`src/rtl/spi3w_pkg.sv`:
```
package spi3w_pkg;
  typedef enum logic [1:0] {
    PH_HDR  = 2'd0,
    PH_WR   = 2'd1,
    PH_RD   = 2'd2,
    PH_DONE = 2'd3
  } phase_t;
endpackage

```
`src/rtl/spi3w_sync.sv`:
```
module spi3w_sync #(
  parameter int          STAGES    = 2,
  parameter int          WIDTH     = 3,
  parameter logic [WIDTH-1:0] RST_VAL = '0
) (
  input  logic             clk,
  input  logic             rst_n,
  input  logic [WIDTH-1:0] d,
  output logic [WIDTH-1:0] q
);
  logic [WIDTH-1:0] chain [STAGES];

  generate
    for (genvar g = 0; g < STAGES; g++) begin : g_stage
      if (g == 0) begin : g_first
        always_ff @(posedge clk or negedge rst_n)
          if (!rst_n) chain[g] <= RST_VAL;
          else        chain[g] <= d;
      end else begin : g_next
        always_ff @(posedge clk or negedge rst_n)
          if (!rst_n) chain[g] <= RST_VAL;
          else        chain[g] <= chain[g-1];
      end
    end
  endgenerate

  assign q = chain[STAGES-1];
endmodule

```
`src/rtl/spi3w_front.sv`:
```
module spi3w_front #(
  parameter int SYNC_STAGES = 2
) (
  input  logic clk,
  input  logic rst_n,
  input  logic csn_raw,
  input  logic sclk_raw,
  input  logic din_raw,
  output logic active,
  output logic rise,
  output logic fall,
  output logic din
);
  logic [2:0] synced;
  logic       sclk_d;

  spi3w_sync #(
    .STAGES (SYNC_STAGES),
    .WIDTH  (3),
    .RST_VAL(3'b100)
  ) u_sync (
    .clk  (clk),
    .rst_n(rst_n),
    .d    ({csn_raw, sclk_raw, din_raw}),
    .q    (synced)
  );

  always_ff @(posedge clk or negedge rst_n)
    if (!rst_n) sclk_d <= 1'b0;
    else        sclk_d <= synced[1];

  assign active = ~synced[2];
  assign din    = synced[0];
  assign rise   = active &  synced[1] & ~sclk_d;
  assign fall   = active & ~synced[1] &  sclk_d;
endmodule

```
`src/rtl/spi3w_seq.sv`:
```
module spi3w_seq
  import spi3w_pkg::*;
#(
  parameter int ADDR_W = 13,
  parameter int DATA_W = 8
) (
  input  logic              clk,
  input  logic              rst_n,
  input  logic              active,
  input  logic              rise,
  input  logic              din,
  output phase_t            phase,
  output logic [ADDR_W-1:0] addr,
  output logic              load,
  output logic              wr_valid,
  output logic [DATA_W-1:0] wr_data
);
  localparam int HDR_W = ADDR_W + 3;
  localparam int HCW   = $clog2(HDR_W);
  localparam int BCW   = $clog2(DATA_W);
  localparam logic [HCW-1:0] HDR_LAST  = HCW'(HDR_W - 1);
  localparam logic [BCW-1:0] BIT_LAST  = BCW'(DATA_W - 1);

  logic [HDR_W-1:0] rx_sr;
  logic [HDR_W-1:0] hdr_word;
  logic [DATA_W-1:0] byte_word;
  logic [HCW-1:0]   hdr_cnt;
  logic [BCW-1:0]   bit_cnt;
  logic [1:0]       byte_idx;
  logic [1:0]       cnt_code;
  logic             step;

  assign hdr_word  = {rx_sr[HDR_W-2:0], din};
  assign byte_word = {rx_sr[DATA_W-2:0], din};

  always_ff @(posedge clk or negedge rst_n) begin
    if (!rst_n) begin
      phase    <= PH_HDR;
      rx_sr    <= '0;
      hdr_cnt  <= '0;
      bit_cnt  <= '0;
      byte_idx <= '0;
      cnt_code <= '0;
      addr     <= '0;
      step     <= 1'b0;
      load     <= 1'b0;
      wr_valid <= 1'b0;
      wr_data  <= '0;
    end else begin
      wr_valid <= 1'b0;
      step     <= 1'b0;
      load     <= 1'b0;
      if (step) begin
        addr <= addr + 1'b1;
        load <= (phase == PH_RD);
      end
      if (!active) begin
        phase    <= PH_HDR;
        hdr_cnt  <= '0;
        bit_cnt  <= '0;
        byte_idx <= '0;
        load     <= 1'b0;
      end else if (rise) begin
        rx_sr <= hdr_word;
        unique case (phase)
          PH_HDR: begin
            if (hdr_cnt == HDR_LAST) begin
              hdr_cnt  <= '0;
              phase    <= hdr_word[HDR_W-1] ? PH_RD : PH_WR;
              cnt_code <= hdr_word[HDR_W-2:HDR_W-3];
              addr     <= hdr_word[ADDR_W-1:0];
              load     <= hdr_word[HDR_W-1];
            end else begin
              hdr_cnt <= hdr_cnt + 1'b1;
            end
          end
          PH_WR, PH_RD: begin
            if (bit_cnt == BIT_LAST) begin
              bit_cnt <= '0;
              step    <= 1'b1;
              if (phase == PH_WR) begin
                wr_valid <= 1'b1;
                wr_data  <= byte_word;
              end
              if (cnt_code != 2'b11 && byte_idx == cnt_code) phase <= PH_DONE;
              else byte_idx <= byte_idx + 1'b1;
            end else begin
              bit_cnt <= bit_cnt + 1'b1;
            end
          end
          default: ;
        endcase
      end
    end
  end
endmodule

```
`src/rtl/spi3w_tx.sv`:
```
module spi3w_tx
  import spi3w_pkg::*;
#(
  parameter int DATA_W = 8
) (
  input  logic              clk,
  input  logic              rst_n,
  input  logic              active,
  input  logic              fall,
  input  phase_t            phase,
  input  logic              load,
  input  logic [DATA_W-1:0] rd_data,
  output logic              sdo,
  output logic              sdo_oe
);
  logic [DATA_W-1:0] tx_sr;

  always_ff @(posedge clk or negedge rst_n) begin
    if (!rst_n) begin
      tx_sr  <= '0;
      sdo    <= 1'b0;
      sdo_oe <= 1'b0;
    end else begin
      if (load) tx_sr <= rd_data;
      if (!active || phase != PH_RD) begin
        sdo_oe <= 1'b0;
      end else if (fall) begin
        sdo_oe <= 1'b1;
        sdo    <= tx_sr[DATA_W-1];
        tx_sr  <= {tx_sr[DATA_W-2:0], 1'b0};
      end
    end
  end
endmodule

```
`src/rtl/spi3w_regslave.sv`:
```
module spi3w_regslave
  import spi3w_pkg::*;
#(
  parameter int ADDR_W      = 13,
  parameter int DATA_W      = 8,
  parameter int SYNC_STAGES = 2
) (
  input  logic              clk,
  input  logic              rst_n,
  input  logic              spi_csn,
  input  logic              spi_sclk,
  input  logic              spi_sdio_in,
  output logic              spi_sdio_out,
  output logic              spi_sdio_oe,
  output logic [ADDR_W-1:0] reg_addr,
  output logic              reg_wr_valid,
  output logic [DATA_W-1:0] reg_wr_data,
  input  logic [DATA_W-1:0] reg_rd_data
);
  logic   link_active;
  logic   sclk_rise;
  logic   sclk_fall;
  logic   din_s;
  logic   rd_load;
  phase_t phase;

  spi3w_front #(.SYNC_STAGES(SYNC_STAGES)) u_front (
    .clk     (clk),
    .rst_n   (rst_n),
    .csn_raw (spi_csn),
    .sclk_raw(spi_sclk),
    .din_raw (spi_sdio_in),
    .active  (link_active),
    .rise    (sclk_rise),
    .fall    (sclk_fall),
    .din     (din_s)
  );

  spi3w_seq #(.ADDR_W(ADDR_W), .DATA_W(DATA_W)) u_seq (
    .clk     (clk),
    .rst_n   (rst_n),
    .active  (link_active),
    .rise    (sclk_rise),
    .din     (din_s),
    .phase   (phase),
    .addr    (reg_addr),
    .load    (rd_load),
    .wr_valid(reg_wr_valid),
    .wr_data (reg_wr_data)
  );

  spi3w_tx #(.DATA_W(DATA_W)) u_tx (
    .clk    (clk),
    .rst_n  (rst_n),
    .active (link_active),
    .fall   (sclk_fall),
    .phase  (phase),
    .load   (rd_load),
    .rd_data(reg_rd_data),
    .sdo    (spi_sdio_out),
    .sdo_oe (spi_sdio_oe)
  );
endmodule

```
`config.mk`:
```
export PLATFORM = sky130hd
export DESIGN_NAME = spi3w_regslave
export DESIGN_NICKNAME = d
export VERILOG_FILES = /design/src/rtl/spi3w_pkg.sv /design/src/rtl/spi3w_sync.sv /design/src/rtl/spi3w_front.sv /design/src/rtl/spi3w_seq.sv /design/src/rtl/spi3w_tx.sv /design/src/rtl/spi3w_regslave.sv
export SDC_FILE = /design/constraint.sdc
export NUM_CORES = 1
export LEC_CHECK = 0
export ABC_CLOCK_PERIOD_IN_PS = 2900
export BUFFER_PORTS_ARGS = -buffer_cell sky130_fd_sc_hd__buf_2
export CAP_MARGIN = 30
export CORE_ASPECT_RATIO = 2
export CORE_MARGIN = 2
export CORE_UTILIZATION = 45
export CTS_CLUSTER_DIAMETER = 40
export DETAILED_ROUTE_END_ITERATION = 7
export RECOVER_POWER = 50
export SETUP_SLACK_MARGIN = 0.4
export SYNTH_ARGS = -nofsm -noshare
export SYNTH_HDL_FRONTEND = slang
export SYNTH_SLANG_ARGS = --single-unit
```
`constraint.sdc`:
```
create_clock -name clk -period 2.9 [get_ports clk]
set_clock_uncertainty 0.15 [all_clocks]
set_input_delay 0 -clock clk [delete_from_list [all_inputs] [get_ports clk]]
set_output_delay 0 -clock clk [all_outputs]
set_load 0.1 [all_outputs]
```
==> reports/results.txt, run 1 <==
grt ovf - 0
Synth area leaders - dfrtp_1 55%, mux2_2 9.2%, mux2i_1 3.9%
final WL - 6270 microns
Hold WC Path Type - input port to flop
initial antenna violation count - 0
Critical Path AT - 2210 ps
Slew @ Worst Pin - 1910 ps
Leakage - 1.67 nW
Min Clock Period, post-route - 2150 ps
DP HPWL - 4470 microns
critical path cell sequence - nor3b_2 -> buf_4 -> nand3_2 -> mux2_2
CTS clock-pin slew for the worst setup and hold paths - 50 ps
number of remaining DRC errors - 0
CTS max path bufs - 2
Required @ worst endpoint - 2960 ps
Fill cells - 590
RePlAce Congestion - 0.805
largest net degree at the start of global routing - 37
outcome - complete, but fails checks
Root Driver - clkbuf_16
vias per inst - 5.23
Slew HR - -0.270
Clock Sinks - 69
height of the die - 120 microns
total core area - 6570 sq um
Worst Setup SP - u_front.u_sync.q[2]$_DFF_PN1_
Final ANT Viol Nets - 0
WP buf/inv - 1
power per cell area - 628 nW/um^2
Seq/Total Area, Yosys - 0.566
maximum level of the CTS H-tree - 3
max cap viols - 1
CP Max Fanout - 27
count of flip-flops with a built-in enable after synthesis - 0
layout cell share with drive strength beyond 1 - 0.219
worst r2r src - u_front.u_sync.q[2]$_DFF_PN1_
Total Power - 2.34 mW
total negative setup slack - 0 ps
Tcrit/Tclk final - 0.740
synthesized cell area - 3050 sq um
TritonCTS clock tree - built
die area - 7500 sq um
Ant. Diodes - 0
first-pass GRT wire length - 10600 microns
latest clock arrival within the worst-skew pair - 330 ps
crit-path max cell delay - 480 ps
WHS - 161 ps
most common cell in the synthesized netlist - dfrtp_1
Max Slew Vio Count - 34
via count - 2132
Die X - 62.2 microns
Crit. End Element - flop
PortBufs - 36
Critical Setup Path Class - flop to flop
RSZ-0062 raised after global routing - no
post-layout util - 0.567
number of DRC markers in iteration 0 - 74
Worst setup SP type - flop
post-synthesis cell count - 266
Crit-path slowest cell - nand3_2
Synth-to-Final Area Change - 22.0%
vias in the first global route - 2186
Layout Nets - 336
FMAX - 466 MHz
Yosys Warn Count - 0
Yosys cell types - 35
Post-CTS Resized - 0
Hold Path Origin - spi_csn
Primary FF master, synth - dfrtp_1
drt pass-1 iters - 4
Final setup viols - 0
Synth async-reset ratio - 1.00
DR WL/cell - 15.4 microns
VDD IR-drop max - 0.000562 V
I/O Pins - 37
Net Count, Synth - 287
Total GRT Usage - 0.187
cell family with most CP delay - simple AND/OR/NAND/NOR gates
area leader, netlist - dfrtp_1
Commonest cells post-synth - 67 x dfrtp_1, 25 x mux2_2, 22 x a21oi_1
Final Hold Viols - 0
Yosys reg bits - 69
total CTS buffers - 9
row cnt - 42
Synth top area share - 0.549
failing checks - max-capacitance violations, max-slew violations
Initial Util - 0.465
Syn Area/Cell - 11.5 sq um
path summary, 6_finish.rpt:
kind	endpoint	slack [ps]	cells past startpoint
max	u_seq.cnt_code[1]$_DFFE_PN0P_	750	4
min	u_front.u_sync.chain[5]$_DFF_PN1_	160	2
min in group asynchronous	u_seq.bit_cnt[2]$_DFFE_PN0P_	590	2
max in group asynchronous	u_seq.rx_sr[0]$_DFFE_PN0P_	910	2
min reg2reg	u_front.u_sync.q[0]$_DFF_PN0_	200	0
max reg2reg	u_seq.cnt_code[1]$_DFFE_PN0P_	750	4
registers in the layout, summed over array words and instances, names as in the netlist, 2 cells and up:
signal,cells
u_seq.cnt_code,2
u_seq.hdr_cnt,4
u_seq.wr_data,8
u_seq.rx_sr,15
u_front.u_sync.chain,3
u_seq.addr,13
u_seq.byte_idx,2
u_seq.phase,2
u_seq.bit_cnt,3
u_tx.tx_sr,8
u_front.u_sync.q,3
metrics by stage:
step / cell area, sq um / setup WS, ps / std cells
after global routing: 3720 / 413 / 408
final: 3720 / 753 / 408
after detailed placement: 3310 / 770 / 380
after CTS: 3740 / 752 / 408
after floorplan: 3050 / 702 / 266
after global placement: 3310 / 813 / 380
repair_timing:
item,CTS,global route
endpoints found under the setup margin,0,0
hold buffers,12,0
setup buffers,0,0
hold endpoints to repair,42,0
worst reg2reg max path, cell delays in order, from the launching register on:
cell,delay [ps]
dfstp_2,460
nor3b_2,210
buf_4,280
nand3_2,480
mux2_2,460
cell type report:
class                   instances  area, sq um  share of cell area
multi-input cells             177         1230               0.331
repair buffers                 50          314              0.0843
clock buffers                  12          236              0.0635
well taps                      88          110              0.0296
flip-flops and latches         69         1730               0.464
clock inverters                 4         72.6              0.0195
inverters                       8         30.0             0.00806
per-layer routing:
| metal | track usage | vias to the layer above | wire [microns] |
|---|---|---|---|
| met2 | 0.337 | 39 | 3510 |
| li1 | - | 1023 | - |
| met3 | 0.0428 | 7 | 215 |
| met5 | 0 | - | 0 |
| met4 | 0.104 | 0 | 138 |
| met1 | 0.200 | 1063 | 2410 |
layout by cell type, fill, tap and decap left out, types with 2 or more instances in the layout:
master	synthesis	final
nand3_1	8	8
nor2b_1	2	2
a31oi_1	2	2
nand2_1	21	21
nor4_1	6	6
nand3_2	2	2
clkbuf_1	4	14
nor2_1	19	19
xnor2_1	9	9
dlygate4sd3_1	0	12
mux2i_1	12	12
o21ai_0	12	12
and3_1	2	2
nor3_1	5	5
clkbuf_16	0	9
buf_2	4	25
ha_1	8	8
nand4_1	4	4
bufinv_16	0	2
inv_1	8	8
or3_1	3	3
xor2_1	5	5
a21oi_1	22	22
dfrtp_1	67	67
mux2_2	25	25
dfstp_2	2	2
cells by family (layout without fill, tap and decap cells):
kind of cell / Yosys count / after routing / share of synthesized area
muxes: 37 / 37 / 0.132
adders and majority gates: 8 / 8 / 0.0328
AOI/OAI and AO/OA: 40 / 40 / 0.0693
buffers and inverters: 20 / 74 / 0.0303
and+or+nand+nor: 78 / 78 / 0.130
DFF: 69 / 69 / 0.566
xor gates and xnor gates: 14 / 14 / 0.0402
power breakdown:
| group | total, mW | internal, mW | switching [mW] |
|---|---|---|---|
| Sequential | 1.09 | 1.02 | 0.0688 |
| Combinational | 0.111 | 0.0665 | 0.0448 |
| Clock | 1.13 | 0.751 | 0.383 |
Power figures use the tool's default switching activity.
==> run 2, diff against run 1 <==
--- a/config.mk
+++ b/config.mk
@@ -5,7 +5,7 @@
 export SDC_FILE = /design/constraint.sdc
 export NUM_CORES = 1
 export LEC_CHECK = 0
-export ABC_CLOCK_PERIOD_IN_PS = 2900
+export ABC_CLOCK_PERIOD_IN_PS = 2000
 export BUFFER_PORTS_ARGS = -buffer_cell sky130_fd_sc_hd__buf_2
 export CAP_MARGIN = 30
 export CORE_ASPECT_RATIO = 2
==> constraint.sdc (replaced) <==
create_clock -name clk -period 2 [get_ports clk]
set_clock_uncertainty 0.15 [all_clocks]
set_input_delay 0 -clock clk [delete_from_list [all_inputs] [get_ports clk]]
set_output_delay 0 -clock clk [all_outputs]
set_load 0.1 [all_outputs]
==> run 2 against run 1 <==
  * The run now ends clean
  * First-iteration DRC count fell by 28%
  * Register-to-register slack got worse by 450 ps
  * Via count rose by 5.0%
  * Maximum frequency rose by 27%
  * Largest power group is now registers
  * Highest routed layer unchanged
==> reports/results.txt, run 2 (synthesized netlist as in run 1, its figures left out) <==
total core area - 6570 sq um (unchanged)
CTS max path bufs - 2 (unchanged)
CP Max Fanout - 3 (-89%)
depth of the most critical reg-to-reg path - 5 (+1)
Layout Nets - 361 (+7.4%)
FMAX - 591 MHz (+27%)
via count - 2238 (+5.0%)
Worst setup SP type - flop
latest clock arrival within the worst-skew pair - 330 ps (about the same)
WHS Path Cells - 2 (unchanged)
Ant. Diodes - 0 (unchanged)
Initial Util - 0.465 (unchanged)
first-pass GRT wire length - 10800 microns (+2.0%)
maximum level of the CTS H-tree - 3 (unchanged)
largest net degree at the start of global routing - 27 (-27%)
VDD IR-drop max - 0.000584 V (+3.8%)
Final ANT Viol Nets - 0 (unchanged)
Final setup viols - 0 (unchanged)
Sequential Power Share - 0.477 (+0.009)
Total GRT Usage - 0.189 (+0.00125)
Pint - 2.60 mW (+41%)
Placed Area - 3500 sq um (+5.8%)
Hold Path Origin - spi_sdio_in
final WL - 6960 microns (+11%)
row cnt - 42 (unchanged)
RePlAce Congestion - 0.844 (+4.8%)
WHS - 170 ps (+9.25 ps)
clock power share - 0.456 (-0.029)
DR WL/cell - 16.1 microns (+4.6%)
power per cell area - 754 nW/um^2 (+20%)
Leakage - 1.91 nW (+14%)
layout cell share with drive strength beyond 1 - 0.432 (+0.213)
worst r2r src - u_seq.phase[0]$_DFFE_PN0P_
RSZ-0062 raised after global routing - yes
Tcrit/Tclk final - 0.846 (+0.106)
most common cell after layout, fill and taps aside - dfrtp_1
vias per inst - 5.17 (-1.1%)
Synth-to-Final Area Change - 44.4%
Total Power - 3.32 mW (+42%)
hold path endpoint - u_front.u_sync.chain[3]$_DFF_PN0_
Psw - 724 uW (+46%)
total CTS buffers - 9 (unchanged)
most flop-heavy register - u_seq.rx_sr
Min Clock Period, post-route - 1690 ps (-454 ps)
biggest regs - u_seq.rx_sr (15), u_seq.addr (13)
number of DRC markers in iteration 0 - 53 (-28%)
Design Area, Final - 4410 sq um (+18%)
Clock Sinks - 69 (unchanged)
TritonCTS clock tree - built
Hold WC Path Type - input port to flop
outcome - finished clean
vias in the first global route - 2234 (+2.2%)
Slew HR - 0.0895 (+0.360)
CTS clock-pin slew for the worst setup and hold paths - 50 ps (about the same)
Critical Setup Path Class - flop to flop
height of the die - 120 microns (unchanged)
most frequent cells in the layout - 54 x dfrtp_1, 30 x buf_2, 19 x a21oi_1, 18 x nand2_1, 16 x nor2_1
Fill cells - 510 (-14%)
I/O Pins - 37 (unchanged)
Largest register FFs - 15 (unchanged)
Slew @ Worst Pin - 1370 ps (-540 ps)
Die X - 62.2 microns (unchanged)
reg-to-reg endpoint - u_tx.sdo$_DFFE_PN0P_
total negative setup slack - 0 ps (unchanged)
Critical Path AT - 1750 ps (-460 ps)
Root Driver - clkbuf_16
Crit. End Element - flop
DP HPWL - 4220 microns (-5.4%)
Sw Ratio - 0.218 (+0.00560)
PortBufs - 36 (unchanged)
internal reg-to-reg setup slack - 310 ps (-450 ps)
number of remaining DRC errors - 0 (unchanged)
Required @ worst endpoint - 2050 ps (-910 ps)
Final Hold Viols - 0 (unchanged)
grt ovf - 0 (unchanged)
drt pass-1 iters - 4 (unchanged)
max cap viols - 0 (-1)
Comb power frac - 0.067 (+0.019)
initial antenna violation count - 0 (unchanged)
Max Slew Vio Count - 0 (-100%)
die area - 7500 sq um (unchanged)
[run 2: cell count changes in the layout (fill, tap and decap cells not counted), sizes merged]
cell and change:
buf +27, bufinv -2, clkbuf +1, clkinvlp -1
[run 2: cell type report]
cell class,count,area [sq um],share of cell area
clock buffers,15,288,0.0653
inverters,8,30.0,0.00681
clock inverters,1,5.00,0.00114
well taps,88,110,0.0250
flip-flops and latches,69,1770,0.401
repair buffers,75,626,0.142
multi-input cells,177,1580,0.359
[run 2: worst max path at each step]
stage	start	end	slack, ps	cells past startpoint
after floorplan	u_seq.addr[9]$_DFF_PN0_	u_seq.addr[12]$_DFF_PN0_	350	4
after global placement	u_front.u_sync.q[2]$_DFF_PN1_	u_seq.wr_data[3]$_DFFE_PN0P_	180	3
after detailed placement	u_front.u_sync.q[2]$_DFF_PN1_	u_seq.wr_data[4]$_DFFE_PN0P_	160	3
after CTS	u_front.sclk_d$_DFF_PN0_	u_seq.wr_data[1]$_DFFE_PN0P_	340	3
after global routing	rst_n	u_seq.addr[0]$_DFF_PN0_	150	2
final	u_seq.phase[0]$_DFFE_PN0P_	u_tx.sdo$_DFFE_PN0P_	310	5
[run 2: per-stage QoR]
stage / setup slack [ps] / std cells / utilization
6_report: 307 / 433 / 0.671
5_1_grt: 150 / 433 / 0.671
4_1_cts: 336 / 425 / 0.628
3_5_place_dp: 157 / 386 / 0.533
3_3_place_gp: 185 / 386 / 0.533
2_1_floorplan: 348 / 266 / -
[run 2: critical path: stages, from the launching register on]
cell	delay [ps]
dfrtp_1	410
inv_2	120
buf_4	130
ha_4	130
and4bb_2	300
mux2_4	320
[run 2: repair_timing]
action,4_1_cts,5_1_grt
setup endpoints to repair,29,46
hold buffers,12,0
hold endpoints to repair,78,0
buffers inserted,11,4
pin swaps,6,6
gates resized for setup,21,43
gates cloned,0,4
[run 2: metal layers]
| layer | wire length, microns | vias up | global-route usage |
|---|---|---|---|
| met5 | 0 | - | 0 |
| li1 | - | 1076 | - |
| met3 | 138 | 13 | 0.0363 |
| met4 | 139 | 0 | 0.0972 |
| met1 | 2780 | 1115 | 0.212 |
| met2 | 3900 | 34 | 0.336 |
[run 2: power by group through the flow]
| stage | registers [mW] | clock network [mW] | logic, mW |
|---|---|---|---|
| 2_1_floorplan | 1.56 | 0 | 0.0965 |
| 3_3_place_gp | 1.59 | 0 | 0.160 |
| 3_5_place_dp | 1.60 | 0 | 0.166 |
| 4_1_cts | 1.57 | 1.55 | 0.202 |
| 5_1_grt | 1.60 | 1.62 | 0.244 |
| 6_report | 1.59 | 1.52 | 0.221 |
==> run 3, diff against run 2 <==
--- a/config.mk
+++ b/config.mk
@@ -5,7 +5,7 @@
 export SDC_FILE = /design/constraint.sdc
 export NUM_CORES = 1
 export LEC_CHECK = 0
-export ABC_CLOCK_PERIOD_IN_PS = 2000
+export ABC_CLOCK_PERIOD_IN_PS = 1750
 export BUFFER_PORTS_ARGS = -buffer_cell sky130_fd_sc_hd__buf_2
 export CAP_MARGIN = 30
 export CORE_ASPECT_RATIO = 2
==> constraint.sdc (replaced) <==
create_clock -name clk -period 1.75 [get_ports clk]
set_clock_uncertainty 0.15 [all_clocks]
set_input_delay 0 -clock clk [delete_from_list [all_inputs] [get_ports clk]]
set_output_delay 0 -clock clk [all_outputs]
set_load 0.1 [all_outputs]
==> run 3 against run 2 <==
  * Sequential share of layout area decreased by 3.7 points
  * Critical endpoint is now u_seq.cnt_code[1]$_DFFE_PN0P_
  * Sequential cell count stayed put
  * Critical path type unchanged
  * Largest power group is now clock
  * Total power grew 23%
  * Die area is the same
==> reports/results.txt, run 3 (synthesized netlist as in run 1, its figures left out) <==
Crit. End Element - flop
Initial Util - 0.465 (unchanged)
drt pass-1 iters - 4 (unchanged)
final worst slack - 118 ps (-190 ps)
Layout Nets - 382 (+5.8%)
DP HPWL - 4620 microns (+9.3%)
Critical Path AT - 1690 ps (-60 ps)
Synth-to-Final Area Change - 59.7%
total negative setup slack - 0 ps (unchanged)
vias per inst - 5.15 (-0.41%)
Leakage - 2.09 nW (+9.4%)
latest clock arrival within the worst-skew pair - 330 ps (about the same)
DR WL/cell - 17.0 microns (+5.6%)
CTS clock-pin slew for the worst setup and hold paths - 60 ps (about the same)
Slew HR - 0.629 (+0.539)
TritonCTS clock tree - built
initial antenna violation count - 0 (unchanged)
largest net degree at the start of global routing - 46 (+70%)
VDD IR-drop max - 0.000759 V (+30%)
total CTS buffers - 9 (unchanged)
Fill cells - 442 (-13%)
Min Clock Period, post-route - 1630 ps (-60.5 ps)
crit-path max cell delay - 400 ps (about the same)
most flop-heavy register - u_seq.rx_sr
Final Hold Viols - 0 (unchanged)
critical path cell sequence - ha_4 -> and3_4 -> nand3_4 -> buf_12 -> mux2_4
FMAX - 613 MHz (+3.7%)
RePlAce Congestion - 0.726 (-14%)
total core area - 6570 sq um (unchanged)
power per cell area - 842 nW/um^2 (+12%)
Die X - 62.2 microns (unchanged)
maximum level of the CTS H-tree - 3 (unchanged)
RSZ-0062 raised after global routing - yes
CTS max path bufs - 2 (unchanged)
final WL - 7700 microns (+11%)
outcome - finished clean
biggest regs - u_seq.rx_sr (15), u_seq.addr (13)
vias in the first global route - 2458 (+10%)
number of remaining DRC errors - 0 (unchanged)
Tcrit/Tclk final - 0.933 (+0.0864)
Total GRT Usage - 0.220 (+0.0314)
most common cell after layout, fill and taps aside - dfrtp_1
max cap viols - 0 (unchanged)
I/O Pins - 37 (unchanged)
number of DRC markers in iteration 0 - 142 (+170%)
layout cell share with drive strength beyond 1 - 0.590 (+0.158)
Ant. Diodes - 0 (unchanged)
Final setup viols - 0 (unchanged)
WP buf/inv - 1 (-1)
row cnt - 42 (unchanged)
grt ovf - 0 (unchanged)
Crit-path slowest cell - dfrtp_1
Final ANT Viol Nets - 0 (unchanged)
height of the die - 120 microns (unchanged)
Critical Setup Path Class - flop to flop
most frequent cells in the layout - 54 x dfrtp_1, 32 x buf_4, 23 x buf_2, 20 x mux2_4
Slew @ Worst Pin - 557 ps (-809 ps)
first-pass GRT wire length - 12400 microns (+15%)
die area - 7500 sq um (unchanged)
PortBufs - 36 (unchanged)
Largest register FFs - 15 (unchanged)
Max Slew Vio Count - 0 (unchanged)
Worst setup SP type - flop
via count - 2337 (+4.4%)
cell family with most CP delay - flip-flops
Hold WC Path Type - input port to async pin
Clock Sinks - 69 (unchanged)
worst slack, placed - 54.0 ps (-103 ps)
CP Max Fanout - 5 (+2)
Required @ worst endpoint - 1810 ps (-240 ps)
Root Driver - clkbuf_16
-- run 3: what timing repair did --
item | CTS | global route
setup buffers | 24 | 7
setup endpoints to repair | 69 | 62
hold endpoints to repair | 80 | 0
cloned | 3 | 0
hold buffers | 13 | 0
gates resized for setup | 83 | 32
pin swaps | 22 | 16
-- run 3: where the power goes --
group / switching, mW / internal (mW)
Clock: 0.652 / 1.32
Combinational: 0.102 / 0.177
Sequential: 0.156 / 1.70
-- run 3: through the flow --
step / cell area, sq um / power [mW] / cells / util / hold WS (ps)
2_1_floorplan: 3390 / 1.93 / 266 / - / -446
3_3_place_gp: 3700 / 2.04 / 391 / 0.563 / -343
3_5_place_dp: 3700 / 2.05 / 391 / 0.563 / -343
4_1_cts: 4690 / 4.12 / 447 / 0.714 / 60.9
5_1_grt: 4870 / 4.24 / 454 / 0.742 / 155
6_report: 4870 / 4.10 / 454 / 0.742 / 143
-- run 3: final timing paths --
kind | startpoint | endpoint | slack [ps] | cells past startpoint
worst max-delay path | u_seq.hdr_cnt[0]$_DFFE_PN0P_ | u_seq.cnt_code[1]$_DFFE_PN0P_ | 120 | 5
worst min-delay path | rst_n | u_tx.sdo$_DFFE_PN0P_ | 140 | 3
worst max register to register | u_seq.hdr_cnt[0]$_DFFE_PN0P_ | u_seq.cnt_code[1]$_DFFE_PN0P_ | 120 | 5
worst min register to register | u_front.u_sync.chain[3]$_DFF_PN0_ | u_front.u_sync.q[0]$_DFF_PN0_ | 210 | 0
max in group asynchronous | rst_n | u_tx.sdo_oe$_DFFE_PN0P_ | 760 | 3
min in group clk | spi_sdio_in | u_front.u_sync.chain[3]$_DFF_PN0_ | 160 | 2
-- run 3: final cells by class --
class	count	area, sq um	area share
sequential	69	1780	0.364
inverter	8	30.0	0.00616
multi-input combinational	177	1790	0.367
clock inverter	4	70.1	0.0144
clock buffer	12	256	0.0526
tap	88	110	0.0226
timing repair buffer	96	846	0.174
-- run 3: worst reg2reg max path: cells and delay by family (launching register included) --
family        cells  cell delay [ps]
buf+inv           1              150
fa+ha+maj         1              180
simple gates      2              350
flops             1              400
mux               1              290
-- run 3: per-layer routing --
metal / part of all wire / GRT usage / routed length (microns) / up-vias
met2: 0.59 / 0.412 / 4540 / 33
li1: - / - / - / 1115
met1: 0.37 / 0.231 / 2880 / 1180
met3: 0.021 / 0.0512 / 163 / 9
met4: 0.015 / 0.0972 / 119 / 0
met5: 0 / 0 / 0 / -
